<file path="src/rtl/sysctl_pkg.sv">
package sysctl_pkg;

   localparam int DW     = 32;
   localparam int NUM_RW = 29;
   localparam int IDX_W  = $clog2(NUM_RW);

   typedef struct packed {
      logic [3:0] crn;
      logic [2:0] op1;
      logic [3:0] crm;
      logic [2:0] op2;
   } sel_t;

   typedef enum logic [1:0] {K_NONE, K_ID, K_RW, K_CMD} kind_e;

   typedef struct packed {
      kind_e            kind;
      logic [IDX_W-1:0] idx;
      logic             usr_rd;
      logic             usr_wr;
   } hit_t;

   function automatic sel_t mk(input int crn, input int op1, input int crm, input int op2);
      sel_t s;
      s.crn = 4'(crn);
      s.op1 = 3'(op1);
      s.crm = 4'(crm);
      s.op2 = 3'(op2);
      return s;
   endfunction

   function automatic hit_t rw_hit(input int idx, input logic ur, input logic uw);
      hit_t h;
      h.kind   = K_RW;
      h.idx    = IDX_W'(idx);
      h.usr_rd = ur;
      h.usr_wr = uw;
      return h;
   endfunction

   // Writable and command selector lookup (identification is decoded elsewhere)
   function automatic hit_t lookup(input sel_t s);
      hit_t h;
      h = '{kind: K_NONE, idx: '0, usr_rd: 1'b0, usr_wr: 1'b0};
      case (s)
         mk(1,0,0,0):   h = rw_hit(0,  1'b0, 1'b0);
         mk(1,0,0,1):   h = rw_hit(1,  1'b0, 1'b0);
         mk(1,0,0,2):   h = rw_hit(2,  1'b0, 1'b0);
         mk(2,0,0,0):   h = rw_hit(3,  1'b0, 1'b0);
         mk(2,0,0,1):   h = rw_hit(4,  1'b0, 1'b0);
         mk(2,0,0,2):   h = rw_hit(5,  1'b0, 1'b0);
         mk(3,0,0,0):   h = rw_hit(6,  1'b0, 1'b0);
         mk(5,0,0,0):   h = rw_hit(7,  1'b0, 1'b0);
         mk(5,0,0,1):   h = rw_hit(8,  1'b0, 1'b0);
         mk(6,0,0,0):   h = rw_hit(9,  1'b0, 1'b0);
         mk(6,0,0,1):   h = rw_hit(10, 1'b0, 1'b0);
         mk(7,0,4,0):   h = rw_hit(11, 1'b0, 1'b0);
         mk(9,0,0,0):   h = rw_hit(12, 1'b0, 1'b0);
         mk(10,0,0,0):  h = rw_hit(13, 1'b0, 1'b0);
         mk(10,0,2,0):  h = rw_hit(14, 1'b0, 1'b0);
         mk(10,0,2,1):  h = rw_hit(15, 1'b0, 1'b0);
         mk(13,0,0,0):  h = rw_hit(16, 1'b0, 1'b0);
         mk(13,0,0,1):  h = rw_hit(17, 1'b0, 1'b0);
         mk(13,0,0,2):  h = rw_hit(18, 1'b1, 1'b1);
         mk(13,0,0,3):  h = rw_hit(19, 1'b1, 1'b0);
         mk(13,0,0,4):  h = rw_hit(20, 1'b0, 1'b0);
         mk(15,0,12,0): h = rw_hit(21, 1'b0, 1'b0);
         mk(15,0,12,1): h = rw_hit(22, 1'b0, 1'b0);
         mk(15,0,12,2): h = rw_hit(23, 1'b0, 1'b0);
         mk(15,0,12,3): h = rw_hit(24, 1'b0, 1'b0);
         mk(15,5,5,2):  h = rw_hit(25, 1'b0, 1'b0);
         mk(15,5,6,2):  h = rw_hit(26, 1'b0, 1'b0);
         mk(15,5,7,2):  h = rw_hit(27, 1'b0, 1'b0);
         mk(15,7,1,0):  h = rw_hit(28, 1'b0, 1'b0);
         default: begin
            if (s.crn == 4'd7 && s.op1 == 3'd0) begin
               case (s.crm)
                  4'd0:  if (s.op2 == 3'd4) h.kind = K_CMD;
                  4'd5:  if (s.op2 != 3'd3 && s.op2 != 3'd5) h.kind = K_CMD;
                  4'd6:  if (s.op2 <= 3'd2) h.kind = K_CMD;
                  4'd7:  if (s.op2 == 3'd0) h.kind = K_CMD;
                  4'd10: if (s.op2 <= 3'd2 || s.op2 == 3'd4 || s.op2 == 3'd5) h.kind = K_CMD;
                  4'd14: if (s.op2 <= 3'd2) h.kind = K_CMD;
                  default: h.kind = K_NONE;
               endcase
               // barriers and prefetch flush are open to user mode
               if ((s.crm == 4'd10 && (s.op2 == 3'd4 || s.op2 == 3'd5)) ||
                   (s.crm == 4'd5 && s.op2 == 3'd4))
                  h.usr_wr = 1'b1;
            end else if (s.crn == 4'd8 && s.op1 == 3'd0 &&
                         s.crm >= 4'd5 && s.crm <= 4'd7 && s.op2 <= 3'd3) begin
               h.kind = K_CMD;
            end else if (s.crn == 4'd15 && s.op1 == 3'd5 && s.crm == 4'd4 &&
                         (s.op2 == 3'd2 || s.op2 == 3'd4)) begin
               h.kind = K_CMD;
            end
         end
      endcase
      return h;
   endfunction

   function automatic logic [DW-1:0] rw_reset(input int idx);
      case (idx)
         0:       return 32'h0005_4078;
         1:       return 32'h0000_000F;
         12:      return 32'hFFFF_FFF0;
         14:      return 32'h0009_8AA4;
         15:      return 32'h44E0_48E0;
         default: return '0;
      endcase
   endfunction

   function automatic logic [NUM_RW*DW-1:0] rw_reset_vec();
      logic [NUM_RW*DW-1:0] v;
      for (int i = 0; i < NUM_RW; i++) v[i*DW +: DW] = rw_reset(i);
      return v;
   endfunction

endpackage

</file>
<file path="src/rtl/sysctl_decode.sv">
module sysctl_decode
   import sysctl_pkg::*;
#(
   parameter logic [31:0] CACHE_TYPE_VAL = 32'h0000_0000,
   parameter logic [31:0] CPU_ID_VAL     = 32'h0000_0000
) (
   input  sel_t        sel,
   output hit_t        hit,
   output logic [31:0] id_val
);

   logic        id_hit;
   logic [31:0] id_word;

   always_comb begin
      id_hit  = 1'b1;
      id_word = '0;
      if (sel.crn == 4'd0 && sel.op1 == 3'd0) begin
         case ({sel.crm, sel.op2})
            {4'd0, 3'd0}: id_word = 32'h410F_B024;
            {4'd0, 3'd1}: id_word = CACHE_TYPE_VAL;
            {4'd0, 3'd3}: id_word = 32'h0000_0800;
            {4'd0, 3'd5}: id_word = CPU_ID_VAL;
            {4'd1, 3'd0}: id_word = 32'h0000_0111;
            {4'd1, 3'd1}: id_word = 32'h0000_0001;
            {4'd1, 3'd2}: id_word = 32'h0000_0002;
            {4'd1, 3'd4}: id_word = 32'h0110_0103;
            {4'd1, 3'd5}: id_word = 32'h1002_0302;
            {4'd1, 3'd6}: id_word = 32'h0122_2000;
            {4'd1, 3'd7}: id_word = 32'h0000_0000;
            {4'd2, 3'd0}: id_word = 32'h0010_0011;
            {4'd2, 3'd1}: id_word = 32'h1200_2111;
            {4'd2, 3'd2}: id_word = 32'h1122_1011;
            {4'd2, 3'd3}: id_word = 32'h0110_2131;
            {4'd2, 3'd4}: id_word = 32'h0000_0141;
            default:      id_hit  = 1'b0;
         endcase
      end else begin
         id_hit = 1'b0;
      end
   end

   always_comb begin
      if (id_hit) begin
         hit = '{kind: K_ID, idx: '0, usr_rd: 1'b0, usr_wr: 1'b0};
      end else begin
         hit = lookup(sel);
      end
   end

   assign id_val = id_word;

endmodule

</file>
<file path="src/rtl/sysctl_store.sv">
module sysctl_store
   import sysctl_pkg::*;
#(
   parameter int                  NREG   = NUM_RW,
   parameter int                  WIDTH  = DW,
   parameter logic [NREG*WIDTH-1:0] RST_VEC = '0,
   localparam int                 IW     = (NREG > 1) ? $clog2(NREG) : 1
) (
   input  logic             clk,
   input  logic             rst_n,
   input  logic             wr_en,
   input  logic [IW-1:0]    idx,
   input  logic [WIDTH-1:0] wr_data,
   output logic [WIDTH-1:0] rd_word
);

   if (NREG < 1) begin : g_bad_nreg
      $error("sysctl_store: NREG must be at least 1");
   end

   logic [WIDTH-1:0] q  [NREG];
   logic [NREG-1:0]  we;

   for (genvar i = 0; i < NREG; i++) begin : g_slot
      assign we[i] = wr_en && (idx == IW'(i));

      always_ff @(posedge clk or negedge rst_n) begin
         if (!rst_n)     q[i] <= RST_VEC[i*WIDTH +: WIDTH];
         else if (we[i]) q[i] <= wr_data;
      end


      slot_hold_chk: assert property (@(posedge clk) disable iff (!rst_n)
         !we[i] |=> $stable(q[i]));


      slot_load_chk: assert property (@(posedge clk) disable iff (!rst_n)
         we[i] |=> q[i] == $past(wr_data));
   end

   always_comb begin
      rd_word = '0;
      if (int'(idx) < NREG) rd_word = q[idx];
   end

endmodule

</file>
<file path="src/rtl/sysctl_cmd.sv">
module sysctl_cmd
   import sysctl_pkg::*;
(
   input  logic        clk,
   input  logic        rst_n,
   input  logic        cmd_we,
   input  sel_t        sel,
   input  logic [31:0] wr_data
);

   sel_t        last_sel;
   logic [31:0] last_data;

   always_ff @(posedge clk or negedge rst_n) begin
      if (!rst_n) begin
         last_sel  <= '0;
         last_data <= '0;
      end else if (cmd_we) begin
         last_sel  <= sel;
         last_data <= wr_data;
      end
   end


   cmd_capture_chk: assert property (@(posedge clk) disable iff (!rst_n)
      cmd_we |=> (last_sel == $past(sel)) && (last_data == $past(wr_data)));


   cmd_keep_chk: assert property (@(posedge clk) disable iff (!rst_n)
      !cmd_we |=> $stable(last_sel) && $stable(last_data));

endmodule

</file>
<file path="src/rtl/sysctl_regbank.sv">
module sysctl_regbank
   import sysctl_pkg::*;
#(
   parameter logic [31:0] CACHE_TYPE_VAL = 32'h0000_0000,
   parameter logic [31:0] CPU_ID_VAL     = 32'h0000_0000
) (
   input  logic        clk,
   input  logic        rst_n,
   input  logic        acc_rd,
   input  logic        acc_wr,
   input  logic [3:0]  sel_crn,
   input  logic [2:0]  sel_op1,
   input  logic [3:0]  sel_crm,
   input  logic [2:0]  sel_op2,
   input  logic [31:0] wr_data,
   input  logic        priv,
   output logic [31:0] rd_data,
   output logic        undef_acc
);

   if (DW != 32) begin : g_bad_width
      $error("sysctl_regbank: data width must be 32");
   end

   sel_t        sel;
   hit_t        hit;
   logic [31:0] id_val;
   logic [31:0] store_rd;
   logic        rd_ok, wr_ok, rw_we, cmd_we;

   assign sel = '{crn: sel_crn, op1: sel_op1, crm: sel_crm, op2: sel_op2};

   sysctl_decode #(
      .CACHE_TYPE_VAL (CACHE_TYPE_VAL),
      .CPU_ID_VAL     (CPU_ID_VAL)
   ) u_decode (
      .sel    (sel),
      .hit    (hit),
      .id_val (id_val)
   );

   assign rd_ok  = acc_rd && (hit.kind == K_ID || hit.kind == K_RW) && (priv || hit.usr_rd);
   assign wr_ok  = acc_wr && (hit.kind == K_RW || hit.kind == K_CMD) && (priv || hit.usr_wr);
   assign rw_we  = wr_ok && (hit.kind == K_RW);
   assign cmd_we = wr_ok && (hit.kind == K_CMD);

   sysctl_store #(
      .NREG    (NUM_RW),
      .WIDTH   (DW),
      .RST_VEC (rw_reset_vec())
   ) u_store (
      .clk     (clk),
      .rst_n   (rst_n),
      .wr_en   (rw_we),
      .idx     (hit.idx),
      .wr_data (wr_data),
      .rd_word (store_rd)
   );

   sysctl_cmd u_cmd (
      .clk     (clk),
      .rst_n   (rst_n),
      .cmd_we  (cmd_we),
      .sel     (sel),
      .wr_data (wr_data)
   );

   always_comb begin
      rd_data = '0;
      if (rd_ok) rd_data = (hit.kind == K_ID) ? id_val : store_rd;
   end

   assign undef_acc = (acc_rd && !rd_ok) || (acc_wr && !wr_ok);


   idle_quiet_chk: assert property (@(posedge clk) disable iff (!rst_n)
      !(acc_rd || acc_wr) |-> (rd_data == '0) && !undef_acc);


   user_refuse_rd_chk: assert property (@(posedge clk) disable iff (!rst_n)
      (acc_rd && !priv && hit.kind == K_RW && !hit.usr_rd) |-> (rd_data == '0) && undef_acc);


   uro_user_wr_chk: assert property (@(posedge clk) disable iff (!rst_n)
      (acc_wr && !priv && sel == mk(13,0,0,3)) |-> undef_acc && !rw_we);


   unmapped_chk: assert property (@(posedge clk) disable iff (!rst_n)
      ((acc_rd || acc_wr) && hit.kind == K_NONE) |-> undef_acc && (rd_data == '0));


   id_no_write_chk: assert property (@(posedge clk) disable iff (!rst_n)
      (acc_wr && hit.kind == K_ID) |-> undef_acc && !rw_we && !cmd_we);

endmodule

</file>
<file path="config.mk">
export PLATFORM = sky130hd
export DESIGN_NAME = sysctl_regbank
export DESIGN_NICKNAME = d
export VERILOG_FILES = /design/src/rtl/sysctl_pkg.sv /design/src/rtl/sysctl_decode.sv /design/src/rtl/sysctl_store.sv /design/src/rtl/sysctl_cmd.sv /design/src/rtl/sysctl_regbank.sv
export SDC_FILE = /design/constraint.sdc
export NUM_CORES = 2
export LEC_CHECK = 0
export ABC_CLOCK_PERIOD_IN_PS = 7500
export BUFFER_PORTS_ARGS = -buffer_cell sky130_fd_sc_hd__buf_4
export CORE_AREA = 2 2 281 283
export DETAILED_ROUTE_END_ITERATION = 10
export DIE_AREA = 0 0 283 285
export PLACE_DENSITY = 0.75
export SYNTH_ARGS = -nofsm -noshare
export SYNTH_HDL_FRONTEND = slang
export SYNTH_SLANG_ARGS = --single-unit
</file>
<file path="constraint.sdc">
create_clock -name clk -period 7.5 [get_ports clk]
set_input_delay 0.375 -clock clk [delete_from_list [all_inputs] [get_ports clk]]
set_output_delay 0.375 -clock clk [all_outputs]
set_load 0.01 [all_outputs]
</file>
==> flow_summary.yaml <==
run_status:
  status: "finished, final reports clean"
die:
  core_region_area_mm2: 0.0780
  chipWidth_um: 283
  placementRows: 103
  die_h_um: 285
  start_util_pct: 58.4
  io_pins: 84
  dieArea_mm2: 0.0807
detailed_routing:
  first_iter_violations: 3993
  wl_per_cell_um: 28.3
  wl_mm: 138
  dr.pass1.iters: 7
  antenna_left: 0
  drc: 0
  via_per_inst: 6.62
  vias: 32281
synth:
  syn_nets: 3867
  synth-edff-count: 0
  ys_dominant_reg_cell: "dfrtp_1"
  seq_area_frac_synth_pct: 51.1
  async_flop_share_pct: 100
  synthTopCellsByCount: "mux2_2 (889), dfrtp_1 (871), nand2_1 (410)"
  synth.distinct_cells: 91
  syn_avg_cell_area_um2: 12.0
  synth_top_area_cell: "dfrtp_1"
  synth_warnings: 0
  yosysMostFrequentCell: "mux2_2"
  ys_ff_latch: 928
  synthCells: 3813
  synth_area_mm2: 0.0456
  ys_top_cells_by_area: "dfrtp_1 (48%), mux2_2 (22%), mux2i_1 (5.3%)"
  synth_top_area_share_pct: 47.8
worst_setup_path:
  cp-start-kind: "primary input"
  cp_cell_sequence: "buf_4, xnor2_1, nor2_1, and3_1, nor3_2, nand2_1, a21oi_1, nand3_1, inv_1, ha_1, clkinv_1, o21ai_0, or4b_2, o22ai_1, a21oi_1, buf_4"
  crit_path_max_fanout: 31
  crit_buf_inv: 4
  r2r_start: "u_store.q[30]"
  end_kind: "primary output"
  crit_cells: 16
  startpoint: "sel_op2[1]"
  crit_slowest_cell: "clkinv_1"
  crit_path_max_incr_delay_ps: 850
  endpoint: "rd_data[21]"
  cp_top_family: "simple AND/OR/NAND/NOR gates"
  ff2ff_path_depth: 1
  worst_r2r_endpoint: "u_store.q[30]"
  crit_type: "primary input to primary output"
  arrival_ps: 5840
  r2r_slack_ps: 6660
  worstPathRequired_ps: 7120
grt:
  grt_max_degree: 189
  grt_use_total_pct: 34.1
  grt_remaining_overflow: 0
  grt_pass1_wl_mm: 208
  antenna_found_initial: 7
  grt_pass1_vias: 31997
clocking:
  cts.clk_slew.worst_paths_ps: 60
  cts_tree: "built"
  cts-root-buf: "clkbuf_16"
  clockBufferDepth: 3
  h-tree-depth: 3
  postCtsSetupBuffers: 0
  cts_sinks: 928
  cts_buffers: 96
  clk_latency_ps: 660
final_layout:
  drive_gt1_share_pct: 35.9
  top_register: "u_store.q"
  fin_cells: 4875
  largest_reg_flops: 928
  top_regs: "u_store.q x928"
  layout.nets: 3794
  area_growth_pct: 9.94
pwr:
  p_leak_nw: 23.4
  power.density_cell_area_mw_per_mm2: 204
  ir_drop_mv: 0.173
sta:
  skew_ps: 0
  slew_headroom_pct: 6.13
  setup_viol: 0
  worst_pin_slew_ps: 1400
  rsz0062_at_grt: "false"
  setup_tns_ps: 0
  max_freq_ghz: 0.161
  finalCritPeriodShare_pct: 82.9
  maxSlewViolCount: 0
  final_hold_viol_count: 0
  finalCriticalPeriod_ps: 6220
job:
  drv_cap: 0
place:
  placed_cells: 4691
  place.gp.congestion: 0.963
  portBuffers: 83
  dp_hpwl_mm: 83.9
min_path:
  hp-class: "primary input to register"
## layout make-up
class	instances	area (um2)
fillers	5825	27900
inverters	7	26.3
diodes	1	2.50
clock buffers	147	2840
flip-flops and latches	928	23300
multi-input cells	2518	20600
well taps	1050	1310
repair buffers	189	1570
clock inverters	35	420
## worst min path at each step
stage / from / endpoint / cells after the start
2_1_floorplan: rst_n / u_store.q[0] / 0
3_3_place_gp: rst_n / u_store.q[110] / 1
3_5_place_dp: rst_n / u_store.q[78] / 1
4_1_cts: wr_data[25] / u_store.q[89] / 2
5_1_grt: wr_data[25] / u_store.q[89] / 2
6_report: wr_data[23] / u_store.q[87] / 2
## through the flow
stage               util [%]  hold slack, ps  setup slack, ps  power (mW)  area [um2]
floorplan                  -            79.4             3150        5.23       45600
global placement        60.1             408             1640        5.41       46800
detailed placement      60.1             407             1510        5.41       46800
CTS                     64.3             154             1470        10.3       50100
global route            64.3             194             1070        10.5       50100
finish                  64.3             188             1280        10.2       50100
## cell families (layout without fill, tap and decap cells)
group,after synthesis,count (layout),share of synthesized area [%]
XOR/XNOR,4,4,0.0769
flip-flops,928,928,51.1
AND/OR/NAND/NOR,918,918,9.63
adder cells (fa/ha/maj),3,3,0.0824
multiplexers,1191,1191,29.1
other,0,1,0
AO/OA/AOI/OAI,402,402,5.94
buffers and inverters,367,378,4.07
## report_power, final
group	internal (mW)	switching, mW
Clock	2.86	2.04
Sequential	5.02	0.00306
Combinational	0.0584	0.246
Total	7.93	2.29
## layer usage
metal / GRT usage [%] / part of all wire [%]
met1: 46.6 / 40
met2: 51.2 / 44
met3: 8.41 / 10
met4: 16.5 / 5.2
met5: 0.465 / 0.066
## cell usage in the layout (no fill, tap or decap), types with 40 or more instances in the layout
master,synthesis,layout
mux2_1,46,46
a31oi_1,40,40
dfrtp_1,871,871
nand3_1,164,160
mux2i_1,243,243
o21ai_0,81,80
buf_4,53,176
a21oi_1,92,92
clkbuf_16,0,98
nor2_1,138,132
mux2_2,889,889
dfstp_2,57,57
nand2_1,410,410
## what timing repair did
item | in CTS | in global routing
hold buffers | 1 | 0
endpoints found under the setup margin | 0 | 0
resized for setup | 0 | 0
hold endpoints to repair | 58 | 0
(Power assumes the default switching activity.)
